### src/rtl/frag_batch_pkg.sv
package frag_batch_pkg;
  // strobes from control to datapath
  typedef struct packed {
    logic accept;    // fragment taken this cycle
    logic startNew;  // it opens a new batch
  } batch_strobe_t;
endpackage

### src/rtl/fbd_control.sv
module fbd_control
  import frag_batch_pkg::*;
#(
  parameter int DEPTH = 8,
  localparam int CNT_W = $clog2(DEPTH + 1)
) (
  input  logic             clk,
  input  logic             rst_n,
  input  logic             inValid,
  input  logic             outReady,
  input  logic             tagHit,
  output logic             inReady,
  output logic             outValid,
  output batch_strobe_t    strobe,
  output logic [CNT_W-1:0] fillCount
);
  logic storeFull;
  logic storeEmpty;

  assign storeFull  = (fillCount == CNT_W'(DEPTH));
  assign storeEmpty = (fillCount == '0);
  assign inReady    = !outValid || outReady;

  always_comb begin
    strobe.accept   = inValid && inReady;
    strobe.startNew = strobe.accept && (storeEmpty || storeFull || tagHit);
  end

  always_ff @(posedge clk) begin
    if (!rst_n) begin
      fillCount <= '0;
      outValid  <= 1'b0;
    end else begin
      if (strobe.startNew)    fillCount <= CNT_W'(1);
      else if (strobe.accept) fillCount <= fillCount + CNT_W'(1);
      if (strobe.accept)      outValid <= 1'b1;
      else if (outReady)      outValid <= 1'b0;
    end
  end


  full_restart_chk: assert property (@(posedge clk) disable iff (!rst_n)
    (inValid && inReady && storeFull) |=> (fillCount == CNT_W'(1)));


  stall_hold_chk: assert property (@(posedge clk) disable iff (!rst_n)
    (outValid && !outReady) |-> !inReady);


  valid_hold_chk: assert property (@(posedge clk) disable iff (!rst_n)
    (outValid && !outReady) |=> outValid);


  fill_bound_chk: assert property (@(posedge clk) disable iff (!rst_n)
    fillCount <= CNT_W'(DEPTH));
endmodule

### src/rtl/fbd_datapath.sv
module fbd_datapath
  import frag_batch_pkg::*;
#(
  parameter int DEPTH  = 8,
  parameter int BANK_W = 2,
  parameter int COL_W  = 6,
  parameter int ROW_W  = 8,
  parameter int DATA_W = 16,
  localparam int CNT_W = $clog2(DEPTH + 1),
  localparam int TAG_W = BANK_W + COL_W
) (
  input  logic              clk,
  input  logic              rst_n,
  input  batch_strobe_t     strobe,
  input  logic [CNT_W-1:0]  fillCount,
  input  logic              outValid,
  input  logic              outReady,
  input  logic [BANK_W-1:0] inBank,
  input  logic [ROW_W-1:0]  inRow,
  input  logic [COL_W-1:0]  inCol,
  input  logic [DATA_W-1:0] inData,
  output logic              tagHit,
  output logic [BANK_W-1:0] outBank,
  output logic [ROW_W-1:0]  outRow,
  output logic [COL_W-1:0]  outCol,
  output logic [DATA_W-1:0] outData,
  output logic              outNewBatch
);
  logic [TAG_W-1:0] tagMem [DEPTH];
  logic [DEPTH-1:0] entValid;
  logic [DEPTH-1:0] entHit;
  logic [TAG_W-1:0] inTag;

  assign inTag  = {inBank, inCol};
  assign tagHit = |entHit;

  for (genvar i = 0; i < DEPTH; i++) begin : g_entry
    logic wrEn;
    assign entHit[i] = entValid[i] && (tagMem[i] == inTag);
    assign wrEn = strobe.accept &&
                  (strobe.startNew ? (i == 0) : (fillCount == CNT_W'(i)));

    always_ff @(posedge clk) begin
      if (!rst_n) begin
        entValid[i] <= 1'b0;
        tagMem[i]   <= '0;
      end else if (wrEn) begin
        entValid[i] <= 1'b1;
        tagMem[i]   <= inTag;
      end else if (strobe.startNew) begin
        entValid[i] <= 1'b0;
      end
    end
  end

  always_ff @(posedge clk) begin
    if (!rst_n) begin
      outBank     <= '0;
      outRow      <= '0;
      outCol      <= '0;
      outData     <= '0;
      outNewBatch <= 1'b0;
    end else if (strobe.accept) begin
      outBank     <= inBank;
      outRow      <= inRow;
      outCol      <= inCol;
      outData     <= inData;
      outNewBatch <= strobe.startNew;
    end
  end


  hit_marks_chk: assert property (@(posedge clk) disable iff (!rst_n)
    (strobe.accept && tagHit) |=> outNewBatch);


  single_entry_chk: assert property (@(posedge clk) disable iff (!rst_n)
    strobe.startNew |=> (entValid == DEPTH'(1)));


  data_hold_chk: assert property (@(posedge clk) disable iff (!rst_n)
    (outValid && !outReady) |=> ($stable(outData) && $stable(outBank) &&
      $stable(outCol) && $stable(outRow) && $stable(outNewBatch)));
endmodule

### src/rtl/frag_batch_detector.sv
module frag_batch_detector
  import frag_batch_pkg::*;
#(
  parameter int DEPTH  = 8,
  parameter int BANK_W = 2,
  parameter int COL_W  = 6,
  parameter int ROW_W  = 8,
  parameter int DATA_W = 16
) (
  input  logic              clk,
  input  logic              rst_n,
  input  logic              inValid,
  output logic              inReady,
  input  logic [BANK_W-1:0] inBank,
  input  logic [ROW_W-1:0]  inRow,
  input  logic [COL_W-1:0]  inCol,
  input  logic [DATA_W-1:0] inData,
  output logic              outValid,
  input  logic              outReady,
  output logic [BANK_W-1:0] outBank,
  output logic [ROW_W-1:0]  outRow,
  output logic [COL_W-1:0]  outCol,
  output logic [DATA_W-1:0] outData,
  output logic              outNewBatch
);
  localparam int CNT_W = $clog2(DEPTH + 1);

  batch_strobe_t    strobe;
  logic [CNT_W-1:0] fillCount;
  logic             tagHit;

  fbd_control #(.DEPTH(DEPTH)) u_ctrl (
    .clk(clk), .rst_n(rst_n), .inValid(inValid), .outReady(outReady),
    .tagHit(tagHit), .inReady(inReady), .outValid(outValid),
    .strobe(strobe), .fillCount(fillCount)
  );

  fbd_datapath #(
    .DEPTH(DEPTH), .BANK_W(BANK_W), .COL_W(COL_W),
    .ROW_W(ROW_W), .DATA_W(DATA_W)
  ) u_dp (
    .clk(clk), .rst_n(rst_n), .strobe(strobe), .fillCount(fillCount),
    .outValid(outValid), .outReady(outReady),
    .inBank(inBank), .inRow(inRow), .inCol(inCol), .inData(inData),
    .tagHit(tagHit), .outBank(outBank), .outRow(outRow), .outCol(outCol),
    .outData(outData), .outNewBatch(outNewBatch)
  );


  first_mark_chk: assert property (@(posedge clk) disable iff (!rst_n)
    (inValid && inReady && fillCount == '0) |=> outNewBatch);
endmodule

### config.mk
export PLATFORM = sky130hd
export DESIGN_NAME = frag_batch_detector
export DESIGN_NICKNAME = d
export VERILOG_FILES = /design/src/rtl/frag_batch_pkg.sv /design/src/rtl/fbd_control.sv /design/src/rtl/fbd_datapath.sv /design/src/rtl/frag_batch_detector.sv
export SDC_FILE = /design/constraint.sdc
export NUM_CORES = 1
export LEC_CHECK = 0
export ABC_AREA = 0
export BUFFER_PORTS_ARGS = -buffer_cell sky130_fd_sc_hd__buf_2
export CAP_MARGIN = 10
export CORE_MARGIN = 5
export CORE_UTILIZATION = 60
export CTS_BUF_LIST = sky130_fd_sc_hd__clkbuf_4 sky130_fd_sc_hd__clkbuf_8
export DETAILED_ROUTE_END_ITERATION = 10
export PLACE_DENSITY = 0.84
export SLEW_MARGIN = 20
export SYNTH_ARGS = -nofsm -noshare
export SYNTH_HDL_FRONTEND = slang
export SYNTH_SLANG_ARGS = --single-unit
### constraint.sdc
create_clock -name clk -period 3.2 [get_ports clk]
set_input_delay 0.32 -clock clk [delete_from_list [all_inputs] [get_ports clk]]
set_output_delay 0.32 -clock clk [all_outputs]
set_load 0.05 [all_outputs]
==> results.md <==
- Status: complete, no violations
- Hold-fix buffer count after cts: 0
- Clock Latency Late Sink: 0.38 ns
- Clock edge transition at the registers on the reported setup and hold paths: 0.11 ns
- Data required time at the worst endpoint: 3.29 ns
- Clock sinks: 110
- Fmax: about 370 MHz
- Transition time at the pin with the least slew margin: between 0.6 and 0.7 ns
- Start point of the worst hold path: inData[10]
- Resized cells post-CTS: 0
- TritonCTS clock tree: done
- # Post-CTS Setup Buffers: 0
- Area added between synthesis and finish: 10.1%
- Via count of the first global-routing pass: 3931
- Reg-to-Reg Start: u_dp.tagMem[3][9]
- # DRC: 0
- Launch point of the worst path: u_dp.tagMem[3][9]
- Global-route wire length before repair: 19.2 mm
- Cell depth of the worst flop-to-flop path: 8
- Mean post-synth cell area: 9.86 um2
- Setup-failing EPs final: 0
- Number of nets at the end of the flow: 640
- Count of warnings emitted by yosys: 0
- Crit share post-route: between 80 and 90%
- Detailed Route Iter0 Violations: between 200 and 250
- Unrepaired setup endpoints after global routing: no
- Number of antenna violations at the first check in global routing: 0
- Post-placement setup slack: 0.327 ns
- Register area: 0.00284 mm2
- Power per unit of standard cell area: 473 mW/mm2
- Count of final max-slew check failures: 0
- Starting Density: 61.7%
- Cell area after placement: 0.00578 mm2
- Depth of the worst hold-timing path: 3
- Number of distinct library cell variants in the gate-level netlist after synthesis: 35
- Clock Root Buffer: clkbuf_8
- Highest fanout seen on the critical path: 17
- Gate count after technology mapping: 548
- Worst setup EP type: flop
- Floorplan die height: 105 um
- Total I/O pin count: 71
- Ratio of cells with drive above 1 in the final layout: 19.3%
- Core outline area: around 0.0088 mm2
- Routability cong.: 0.832
- Number of buffers on the longest clock path: 2
- Worst setup path category: flop to flop
- Slew headroom: 54.3%
- Die width: 105 um
- Overall overflow remaining after global route: 0
- Skew final: 0.0119 ns
- Area enclosed by the die boundary: 0.0110 mm2
- Total Routed Length: 11.5 mm
- Largest net degree at the start of global routing: 49
- Number of nets with antenna violations after detailed routing: 0
- Num CTS Buffers: 9
- Antenna diode count: 0
- Total vias in the final route: 4046
- Hold Crit Endpoint: u_dp.outData[10]
- Shortest period the worst path allows: approximately 2.7 ns
- Deepest level of the CTS H-tree: 3
- Leakage power: 2.11 nW
- Port Buf Inserts: 70
- HPWL after detailed placement: between 8 and 9 mm
- Worst min-delay path category: input pin to flop
- Arrival time worst endpoint: 2.82 ns
- Std cell rows: 34
- Global-route usage over all layers: 21.4%
- Final number of hold-violating endpoints: 0
- Length of the first detailed-routing pass in iterations: 5
- Filler cells: 692
- Multi-input gate area: 0.00226 mm2
- WL/cell: 16.2 um
- Total Neg Setup Slack: 0 ns
- Number of nets produced by synthesis: 588
- Maximum ir drop on the vdd rail: 0.000325 V
- Reg-to-reg critical path endpoint: u_dp.tagMem[1][10]
- Sort of element at the start of the critical path: flop
- Total of max-cap violations: 0
- Cell area after technology mapping: 0.00541 mm2
- R2r setup slk: 0.47 ns
- Worst setup slack after layout: 0.466 ns
- Detailed-route vias per instance: 5.67
- Post-route cell area: 0.00595 mm2
- Portion of the post-synthesis area used by sequential elements: about 53%
- Seq cells post-synth: between 100 and 150
-- worst max-delay path: stages, from the launching register on --
cell and delay (ns):
edfxtp_1 0.39, xnor2_1 0.13, nand4_1 0.11, nor4_1 0.08, a311oi_4 0.59, nand4_4 0.33, buf_4 0.30, o31ai_1 0.27
buf_4 0.23
-- logic make-up (layout without fill, tap and decap cells) --
| family | after synthesis | in the layout | share of synthesized area (%) |
|---|---|---|---|
| compound gates | 55 | 55 | 8.38 |
| xor+xnor | 66 | 66 | 10.7 |
| fa+ha+maj | 4 | 4 | 0.926 |
| buf+inv | 59 | 116 | 5.67 |
| flops | 110 | 110 | 52.6 |
| simple gates | 254 | 254 | 21.7 |
-- worst max-delay path by stage --
stage / slack (ns) / depth (start not counted) / to
after global routing: 0.29 / 8 / u_dp.tagMem[1][11]
after detailed placement: 0.33 / 8 / u_dp.tagMem[1][13]
after CTS: 0.50 / 8 / u_dp.tagMem[1][11]
after global placement: 0.42 / 6 / u_dp.tagMem[1][3]
final: 0.47 / 8 / u_dp.tagMem[1][10]
after floorplan: 0.55 / 5 / u_dp.tagMem[0][10]
-- placed cells by master (no fill, tap or decap), types with 2 or more instances in the layout --
cell / n
nand2_1: 100
buf_2: 70
nor2_1: 65
edfxtp_1: 64
xnor2_1: 58
dfxtp_1: 46
nand3_1: 38
a21boi_0: 33
buf_4: 22
nand4_1: 10
clkbuf_8: 9
xor2_1: 8
nor3b_1: 8
nor2b_1: 8
inv_1: 7
nor4_1: 7
a41oi_1: 7
and2_1: 6
nor3_1: 5
o31ai_2: 4
ha_1: 4
a21oi_1: 3
o21ai_0: 3
clkinv_1: 2
nor4_2: 2
o31ai_1: 2
and3_1: 2
clkinv_2: 2
clkinv_4: 2
inv_6: 2
-- through the flow --
stage,std cells,hold slack (ns),total power [mW],util (%)
after global routing,713,0.158,2.93,67.9
after floorplan,548,0.425,1.97,-
after CTS,713,0.172,2.82,67.9
after detailed placement,697,0.457,2.08,65.9
final,713,0.178,2.81,67.9
after global placement,697,0.446,2.07,65.9
-- power by group --
group / switching (mW) / internal (mW)
sequential: 0.0354 / 1.56
combinational: 0.307 / 0.147
clock: 0.474 / 0.286
-- layer usage --
layer	track usage, %	wire [um]
met1	28.9	4970
met2	34.4	5590
met3	5.18	814
met4	6.48	165
met5	0	0
-- registers in the layout, indices dropped and copies added (netlist names) --
register          flops
u_ctrl.outValid       1
u_dp.outBank          2
u_dp.outNewBatch      1
u_dp.entValid         8
u_ctrl.fillCount      4
u_dp.outCol           6
u_dp.outRow           8
u_dp.outData         16
u_dp.tagMem          64
-- cells in the mapped netlist --
| master | number | area, um2 |
|---|---|---|
| a21oi_1 | 3 | 15.0 |
| nand2_1 | 100 | 375 |
| and2_1 | 6 | 37.5 |
| a41oi_1 | 7 | 61.3 |
| a31oi_1 | 1 | 6.26 |
| buf_4 | 12 | 90.1 |
| nor4_4 | 1 | 21.3 |
| and3_1 | 2 | 12.5 |
| buf_6 | 4 | 45.0 |
| clkinv_1 | 1 | 3.75 |
| xor2_1 | 8 | 70.1 |
| nand3_1 | 38 | 190 |
| o31ai_2 | 4 | 50.1 |
| clkbuf_1 | 23 | 86.3 |
| xnor2_1 | 58 | 508 |
| a32oi_2 | 1 | 16.3 |
| nand4_1 | 10 | 62.6 |
| ha_1 | 4 | 50.1 |
| o31ai_1 | 2 | 15.0 |
| nor3b_1 | 8 | 60.1 |
| edfxtp_1 | 64 | 1920 |
| nor3_1 | 5 | 25.0 |
| a21boi_0 | 33 | 248 |
| o21ai_0 | 3 | 15.0 |
| nor2_1 | 65 | 244 |
| nor4_1 | 7 | 43.8 |
| nand4_4 | 1 | 21.3 |
| nor4_2 | 2 | 25.0 |
| buf_1 | 4 | 15.0 |
| a311oi_4 | 1 | 26.3 |
| buf_2 | 8 | 40.0 |
| nand2b_1 | 1 | 6.26 |
| dfxtp_1 | 46 | 921 |
| inv_1 | 7 | 26.3 |
| nor2b_1 | 8 | 50.1 |
-- area by class of cell --
| class | count | share of cell area (%) |
|---|---|---|
| Clock buffer | 9 | 2.08 |
| Clock inverter | 7 | 0.820 |
| Inverter | 8 | 0.505 |
| Multi-Input combinational cell | 379 | 37.9 |
| Sequential cell | 110 | 47.8 |
| Tap cell | 108 | 2.27 |
| Timing Repair Buffer | 92 | 8.66 |
(Power assumes the default switching activity.)
